$ cat src/rtl/sbs_pkg.sv
package sbs_pkg;
  // Low two address bits of a beat, given the start offset and the order
  function automatic logic [1:0] burst_lo(input logic [1:0] start,
                                          input logic [1:0] beat,
                                          input logic       ilv);
    return ilv ? (start ^ beat) : (start + beat);
  endfunction
endpackage

$ cat src/rtl/sbs_addr_ctrl.sv
module sbs_addr_ctrl #(
  parameter int ADDR_W = 6
) (
  input  logic              clk,
  input  logic              rst,
  input  logic [ADDR_W-1:0] addr,
  input  logic              adsp_n,
  input  logic              adsc_n,
  input  logic              adv_n,
  input  logic              ce1_n,
  input  logic              ce2,
  input  logic              ce3_n,
  input  logic              mode,
  output logic              load,
  output logic              active,
  output logic [ADDR_W-1:0] cur_addr,
  output logic [ADDR_W-1:0] rd_addr
);
  import sbs_pkg::*;

  logic [ADDR_W-1:0] base_q, base_d;
  logic [1:0]        beat_q, beat_d;
  logic              act_d, ilv_q, ilv_d;
  logic              sel;

  assign load = !adsc_n || (!adsp_n && !ce1_n);
  assign sel  = !ce1_n && ce2 && !ce3_n;

  always_comb begin
    base_d = base_q;
    beat_d = beat_q;
    act_d  = active;
    ilv_d  = ilv_q;
    if (load) begin
      base_d = addr;
      beat_d = 2'd0;
      act_d  = sel;
      ilv_d  = mode;
    end else if (active && !adv_n) begin
      beat_d = beat_q + 2'd1;
    end
  end

  always_ff @(posedge clk) begin
    if (rst) begin
      base_q <= '0;
      beat_q <= 2'd0;
      active <= 1'b0;
      ilv_q  <= 1'b0;
    end else begin
      base_q <= base_d;
      beat_q <= beat_d;
      active <= act_d;
      ilv_q  <= ilv_d;
    end
  end

  assign cur_addr = {base_q[ADDR_W-1:2], burst_lo(base_q[1:0], beat_q, ilv_q)};
  assign rd_addr  = {base_d[ADDR_W-1:2], burst_lo(base_d[1:0], beat_d, ilv_d)};

  p_load_zero_r3: assert property (@(posedge clk) disable iff (rst)
    load |=> (beat_q == 2'd0 && base_q == $past(addr)));
  p_adv_step_r4: assert property (@(posedge clk) disable iff (rst)
    (!load && active && !adv_n) |=> (beat_q == $past(beat_q) + 2'd1));
  p_hold_r4: assert property (@(posedge clk) disable iff (rst)
    (!load && adv_n) |=> ($stable(beat_q) && $stable(base_q)));
endmodule

$ cat src/rtl/sbs_write_dec.sv
module sbs_write_dec #(
  parameter int LANES = 4
) (
  input  logic             en,
  input  logic             gw_n,
  input  logic             bwe_n,
  input  logic [LANES-1:0] bw_n,
  output logic [LANES-1:0] lane_we
);
  for (genvar i = 0; i < LANES; i++) begin : g_lane
    assign lane_we[i] = en && (!gw_n || (!bwe_n && !bw_n[i]));
  end
endmodule

$ cat src/rtl/sbs_array.sv
module sbs_array #(
  parameter int ADDR_W = 6,
  parameter int LANES  = 4,
  parameter int LANE_W = 8
) (
  input  logic                    clk,
  input  logic                    rst,
  input  logic [LANES-1:0]        we,
  input  logic [ADDR_W-1:0]       wr_addr,
  input  logic [ADDR_W-1:0]       rd_addr,
  input  logic [LANES*LANE_W-1:0] wdata,
  output logic [LANES*LANE_W-1:0] rdata
);
  localparam int DEPTH = 1 << ADDR_W;

  for (genvar i = 0; i < LANES; i++) begin : g_lane
    logic [LANE_W-1:0] mem [DEPTH];
    logic [LANE_W-1:0] rd_q, byp_d;
    logic              byp_q;

    always_ff @(posedge clk) begin
      if (we[i]) mem[wr_addr] <= wdata[i*LANE_W +: LANE_W];
      rd_q  <= mem[rd_addr];
      byp_d <= wdata[i*LANE_W +: LANE_W];
    end

    always_ff @(posedge clk) begin
      if (rst) byp_q <= 1'b0;
      else     byp_q <= we[i] && (wr_addr == rd_addr);
    end

    assign rdata[i*LANE_W +: LANE_W] = byp_q ? byp_d : rd_q;
  end
endmodule

$ cat src/rtl/sync_burst_sram.sv
module sync_burst_sram #(
  parameter int ADDR_W = 6,
  parameter int LANES  = 4,
  parameter int LANE_W = 8
) (
  input  logic                    clk,
  input  logic                    rst,
  input  logic [ADDR_W-1:0]       addr,
  input  logic                    adsp_n,
  input  logic                    adsc_n,
  input  logic                    adv_n,
  input  logic                    ce1_n,
  input  logic                    ce2,
  input  logic                    ce3_n,
  input  logic                    mode,
  input  logic                    gw_n,
  input  logic                    bwe_n,
  input  logic [LANES-1:0]        bw_n,
  input  logic [LANES*LANE_W-1:0] din,
  input  logic                    oe_n,
  output logic [LANES*LANE_W-1:0] dout
);
  localparam int DATA_W = LANES * LANE_W;

  logic              load, active;
  logic [ADDR_W-1:0] cur_addr, rd_addr;
  logic [LANES-1:0]  lane_we;
  logic [DATA_W-1:0] arr_q;

  sbs_addr_ctrl #(.ADDR_W(ADDR_W)) u_ctrl (
    .clk(clk), .rst(rst), .addr(addr), .adsp_n(adsp_n), .adsc_n(adsc_n),
    .adv_n(adv_n), .ce1_n(ce1_n), .ce2(ce2), .ce3_n(ce3_n), .mode(mode),
    .load(load), .active(active), .cur_addr(cur_addr), .rd_addr(rd_addr)
  );

  sbs_write_dec #(.LANES(LANES)) u_wdec (
    .en(active && !load), .gw_n(gw_n), .bwe_n(bwe_n), .bw_n(bw_n),
    .lane_we(lane_we)
  );

  sbs_array #(.ADDR_W(ADDR_W), .LANES(LANES), .LANE_W(LANE_W)) u_arr (
    .clk(clk), .rst(rst), .we(lane_we), .wr_addr(cur_addr),
    .rd_addr(rd_addr), .wdata(din), .rdata(arr_q)
  );

  assign dout = (!oe_n && active) ? arr_q : '0;

  p_idle_nowrite_r8: assert property (@(posedge clk) disable iff (rst)
    !active |-> (lane_we == '0));
  p_load_nowrite_r8: assert property (@(posedge clk) disable iff (rst)
    load |-> (lane_we == '0));
  p_gw_full_r7: assert property (@(posedge clk) disable iff (rst)
    (active && !load && !gw_n) |-> (&lane_we));
endmodule

$ cat config.mk
export PLATFORM = sky130hd
export DESIGN_NAME = sync_burst_sram
export DESIGN_NICKNAME = d
export VERILOG_FILES = /design/src/rtl/sbs_pkg.sv /design/src/rtl/sbs_addr_ctrl.sv /design/src/rtl/sbs_write_dec.sv /design/src/rtl/sbs_array.sv /design/src/rtl/sync_burst_sram.sv
export SDC_FILE = /design/constraint.sdc
export NUM_CORES = 2
export LEC_CHECK = 0
export BUFFER_PORTS_ARGS = -buffer_cell sky130_fd_sc_hd__buf_2
export CAP_MARGIN = 5
export CORE_ASPECT_RATIO = 1.1
export CORE_UTILIZATION = 55
export CTS_CLUSTER_DIAMETER = 120
export CTS_CLUSTER_SIZE = 14
export DETAILED_ROUTE_END_ITERATION = 16
export GPL_TIMING_DRIVEN = 0
export PLACE_DENSITY_LB_ADDON = 0.1
export SETUP_SLACK_MARGIN = 0.02
export SLEW_MARGIN = 20
export SYNTH_ARGS = -nofsm -noshare
export SYNTH_HDL_FRONTEND = slang
export SYNTH_SLANG_ARGS = --single-unit
$ cat constraint.sdc
create_clock -name clk -period 7.8 [get_ports clk]
set_input_delay 0.78 -clock clk [delete_from_list [all_inputs] [get_ports clk]]
set_output_delay 0.78 -clock clk [all_outputs]
set_load 0.005 [all_outputs]
# After elaboration in Yosys (flattened, before gate mapping)
# Memory sizes are Yosys's and may differ from the RTL's. A register that Yosys moved wholly into a read port is not among the register bits.
# Cells that the tools add are included.
[op_classes]
eq_ne = 1
reduce_logical = 36
bitwise = 2
mux = 19
n_addsub = 3
[ops]
columns = ["operator", "n"]
rows = [
  ["2-to-1 mux 32 bit", 1],
  ["2-to-1 mux 8 bit", 4],
  ["logical AND 1 bit", 18],
  ["zero test 1 bit", 13],
  ["2-to-1 mux 1 bit", 9],
  ["2-to-1 mux 2 bit", 4],
  ["equality test 6 bit", 1],
  ["2-to-1 mux 6 bit", 1],
  ["logical OR 1 bit", 5],
  ["adder 2 bit", 2],
  ["XOR 2 bit", 2],
  ["adder 2 x 1 -> 2 bit (second input constant)", 1],
]
[totals]
regBits = 46
mem_bits_rw = 2048
inputBits = 54
n_memories = 4
elab_cells = 77
[memory_table]
columns = ["name", "words", "width", "read_ports", "rd_clocked_by_memory_dff", "write_ports", "line", "rtl"]
rows = [
  ["u_arr.g_lane[0].mem", 64, 8, 1, 1, 1, "sbs_array.sv:17", "logic [LANE_W-1:0] mem [DEPTH];"],
  ["u_arr.g_lane[1].mem", 64, 8, 1, 1, 1, "sbs_array.sv:17", ""],
  ["u_arr.g_lane[2].mem", 64, 8, 1, 1, 1, "sbs_array.sv:17", ""],
  ["u_arr.g_lane[3].mem", 64, 8, 1, 1, 1, "sbs_array.sv:17", ""],
]

# Logic depth before layout (Yosys ltp)
[logic_depth]
word_depth = 8
ltp_mapped = 14
ltp_nobuf = 11

# Hierarchy
# A second synthesis with hierarchy kept.
[unflattened]
cells_unflattened = 3848
area_unflattened_um2 = 82288.9
[modules_own_cells]
columns = ["module", "seq_area_each_um2", "cells_each", "area_per_inst_um2", "instances"]
rows = [
  ["sbs_array", 62860.3, 3745, 81349.3, 1],
  ["sbs_addr_ctrl", 200.2, 56, 578.1, 1],
  ["sync_burst_sram", 0.0, 39, 316.6, 1],
  ["sbs_write_dec", 0.0, 8, 45.0, 1],
]

# Worst setup path before layout
# No wires, ideal clock.
[synth_timing]
path_type = "in2reg"
from = "in ce1_n"
to = "reg u_arr.g_lane[2].rd_q[6], read port of u_arr.g_lane[2].mem"
path_slack_ps = 4177
path_stages = 11
arrival_ps = 3506
required_time_ps = 7683
setup_time_ps = 117
cell_sequence = "o21ai_4 buf_2 nor2_1 ha_1 buf_2 buf_2 clkbuf_1 mux4_2 o2111ai_1 a22oi_1 a22o_1"
[synth_between]
elab_chain_len = 6
[synth_lines]
columns = ["item", "line", "rtl"]
rows = [
  ["from (decl)", "sync_burst_sram.sv:12", "input logic ce1_n,"],
  ["zero test 1 bit (*)", "sbs_addr_ctrl.sv:26", "assign load = !adsc_n || (!adsp_n && !ce1_n);"],
  ["logical AND 1 bit (*)", "sbs_addr_ctrl.sv:26", ""],
  ["logical OR 1 bit (*)", "sbs_addr_ctrl.sv:26", ""],
  ["2-to-1 mux 2 bit (*)", "sbs_addr_ctrl.sv:34", "if (load) begin"],
  ["via u_ctrl.beat_d[0]", "sbs_addr_ctrl.sv:22", "logic [1:0] beat_q, beat_d;"],
  ["adder 2 bit / XOR 2 bit (equally long branches)", "sbs_pkg.sv:6", "return ilv ? (start ^ beat) : (start + beat);"],
  ["2-to-1 mux 2 bit (*)", "sbs_pkg.sv:6", ""],
  ["to (decl)", "sbs_array.sv:18", "logic [LANE_W-1:0] rd_q, byp_d;"],
]
# The timed path passes the listed nets; every way through them passes the cells marked *.
# A chain may end at the register's enable or synchronous reset.

# Worst setup path in the final report
[layout_timing]
from = "in ce1_n"
to = "reg u_arr.g_lane[2].rd_q[4], read port of u_arr.g_lane[2].mem"
# The elaborated chain is that of the path after synthesis.

==> impl_results.md <==
- 1st-iter DRT viols: 6475
- Critical path arrival: 5.80 ns
- Wire per inst: 33.6 µm
- Congestion Overflow GR: 0
- RSZ-0062 raised after global routing: false
- IO Count: 86
- Worst setup slack after layout: 2.71 ns
- Reg2Reg Setup Slack: 2.89 ns
- Clock sinks: 2126
- Fin. Hold Viols: 0
- H-tree levels: 4
- Yosys top cell by area: edfxtp_1
- Nets@finish: 5482
- Vias in the first global route: 46606
- Post-Syn Area: 82400 µm²
- Mux contribution to synthesized area: 7.98%
- GRT Util Overall: 33.3%
- FF+latch count, synth: 2126
- Peak supply drop: 0.000241 V
- Hold crit path type: input port to register
- DIE HEIGHT: 408 µm
- Pin count of the biggest net entering global routing: 66
- CP required: 8.51 ns
- Ys async rst share: 0%
- Sequential Power Share: 56.1%
- Num CTS Buffers: 169
- Drt drc: 0
- Worst skew pair latency: 0.82 ns
- Starting Density: 55.5%
- Cells after Synth: 5165
- Net Switching: 0.00529 W
- Total wire length: 250000 µm
- PortBufs: 85
- Compound-Gate Fraction of Synth Area: 4.89%
- Crit path max fanout: 11
- Most frequent cell after synthesis: edfxtp_1
- Syn_nets: 5221
- Worst r2r src: u_ctrl.active
- Critical path class: input port to register
- Vias post-DR: 48089
- Synthesis-to-finish area growth: 9.36%
- Hold-fix buffers, CTS: 0
- Tightest Pin Transition: 1.32 ns
- Final critical-path required period: 5.09 ns
- Global-route wire length before repair: 346000 µm
- Post-detail-place hpwl: 176000 µm
- Startpoint Class: input port
- Power Density: 248 nW/µm²
- CTS resizes: 0
- Fin Setup TNS: 0 ns
- Most common flop cell mapped by yosys: edfxtp_1
- Post-synthesis simple-gate area fraction: 8.62%
- Layout cells sized above 1: 12.6%
- Cell-internal power: 0.0171 W
- Clk slew on worst S/H paths: 0.07 ns
- Worst slack at placement: 1.91 ns
- Synth Area in XOR/XNOR: 0.149%
- Final setup viols: 0
- Initial antenna violation count: 11
- Setup Fix Bufs, Post-CTS: 0
- TritonRoute pass-1 iters: 9
- Register area share after synthesis: 76.6%
- Rel. slew slack: 9.94%
- CTS max path bufs: 3
- Cell Area, Placed: 85400 µm²
- CTS tree: done
- Critical R2R Capture: u_arr.g_lane[2].rd_q[4]
- Leading cell types by count after synthesis: edfxtp_1, nand2_1, nor2_1
- Leak: 28.4 nW
- Die X: 371 µm
- Finished Cell Area: 90100 µm²
- Core Area: 148000 µm²
- Cell row count: 148
- Max Cap Viol: 0
- Hold path depth: 3
- Yosys top cell area share: 74.7%
- Die ar.: 151000 µm²
- Reg2reg path depth: 13
- Adder-Cell Fraction of Synth Area: 0.0304%
- DR vias/cell: 6.46
- Outcome: completed
- Peak Freq: 196 MHz
- Combinational power share: 8.8%
- Largest family of logic cells by synthesized area: simple AND/OR/NAND/NOR gates
- Syn avg cell area: 15.9 µm²
- Global placer's final weighted congestion: 1.05
- Tcrit/Tclk final: 65.3%
- Synth warnings: 0
- Largest cells by area after synthesis: edfxtp_1, mux4_2, nand2_1, dfxtp_1, a21oi_1
- Clock share of power: 35.1%
- Final Max Tran Viols: 0
- Min-Delay Endpoint: u_ctrl.base_q[0]
- Antenna-violating nets left: 0
- Worst Min Path Start: addr[0]
- CP endpoint kind: register
- Number of distinct library cells after synthesis: 49
- Clk_skew: 0.0271 ns
- # fillers: 11067
- Sw Share: 23.6%
- Number of synthesized flops with an enable pin: 2048
- Clk root buf: clkbuf_16
## cell families (layout without fill, tap and decap cells)
logic type	count (synthesis)	after routing
muxes	343	343
other	0	5
DFF	2126	2126
xor gates and xnor gates	14	14
AOI/OAI and AO/OA	591	591
buffers and inverters	333	658
and+or+nand+nor	1756	1756
adders and majority gates	2	2
## through the flow
step           cells  util, %  total power, W  hold slack, ns
6_report        7445     60.7          0.0224           0.342
5_1_grt         7440     60.7          0.0228           0.325
4_1_cts         7440     60.7          0.0223           0.279
3_5_place_dp    7205     57.6          0.0147           0.463
3_3_place_gp    7200     57.5          0.0147           0.457
2_1_floorplan   5165        -          0.0138           0.440
## cell type report
type	instances	area, µm²	area share [%]
Buffer	331	1480	1.64
Sequential cell	2126	63100	70.0
Tap cell	1950	2440	2.71
Multi-Input combinational cell	2706	18000	19.9
Clock inverter	3	21.3	0.0236
Clock buffer	232	4550	5.05
Antenna cell	5	12.5	0.0139
Inverter	2	7.51	0.00833
Timing Repair Buffer	90	561	0.622
## registers in the layout (all words and copies together) (netlist names)
name,flops
u_arr.g_lane.rd_q,32
u_ctrl.ilv_q,1
u_arr.g_lane.byp_d,32
u_ctrl.base_q,6
u_arr.g_lane.mem,2048
u_arr.g_lane.byp_q,4
u_ctrl.beat_q,2
u_ctrl.active,1
## cells in the final DEF (no fill, tap or decap), types with 7 or more instances in the layout
cell type / count
buf_2: 156
clkbuf_2: 17
o2111ai_1: 93
a2111oi_1: 17
buf_4: 51
xnor2_1: 11
nor2_2: 16
nand3_1: 264
a22oi_1: 31
nor3_1: 33
a22o_1: 31
o211ai_1: 32
a2111oi_2: 7
clkbuf_1: 222
edfxtp_1: 2048
clkbuf_16: 173
mux4_2: 250
mux2i_1: 88
a2111oi_0: 70
nand4_1: 31
nand2_1: 1096
nor2_1: 296
a21oi_1: 292
buf_1: 28
dfxtp_1: 78
## metal layers
layer  share of wire [%]  wire length [µm]  vias to the layer above  global-route usage [%]
li1                    -                 -                    20243                       -
met1                  35             87200                    24341                    41.6
met2                  49            123000                     2865                    54.8
met3                 9.8             24600                      636                    6.82
met4                 6.2             15500                        4                    17.6
met5               0.010                26                        -                       0
## worst max-delay path by stage
stage,start,end,slack [ns]
3_5_place_dp,ce1_n,u_arr.g_lane[1].rd_q[5],1.91
5_1_grt,ce1_n,u_arr.g_lane[2].rd_q[5],2.77
2_1_floorplan,ce1_n,u_arr.g_lane[2].rd_q[6],4.18
6_report,ce1_n,u_arr.g_lane[2].rd_q[4],2.71
3_3_place_gp,ce1_n,u_arr.g_lane[1].rd_q[5],1.97
4_1_cts,ce1_n,u_arr.g_lane[1].rd_q[5],2.76
## power groups by stage
stage | registers (W) | logic [W] | clock network (W)
2_1_floorplan | 0.0128 | 0.000951 | 0
3_3_place_gp | 0.0128 | 0.00188 | 0
3_5_place_dp | 0.0128 | 0.00191 | 0
4_1_cts | 0.0126 | 0.00192 | 0.00786
5_1_grt | 0.0126 | 0.00202 | 0.00825
6_report | 0.0126 | 0.00197 | 0.00785
## worst max-delay path, stage by stage
cell	delay, ns
buf_2	0.13
o21ai_4	0.45
buf_2	0.43
nor2_1	0.10
ha_1	0.28
buf_2	0.30
buf_2	0.57
inv_1	0.36
nor2_2	0.54
clkbuf_1	0.69
nand3_1	0.27
o2111ai_1	0.21
a22oi_1	0.27
a22o_1	0.36
Note: power is estimated with default switching activity, not from simulation.
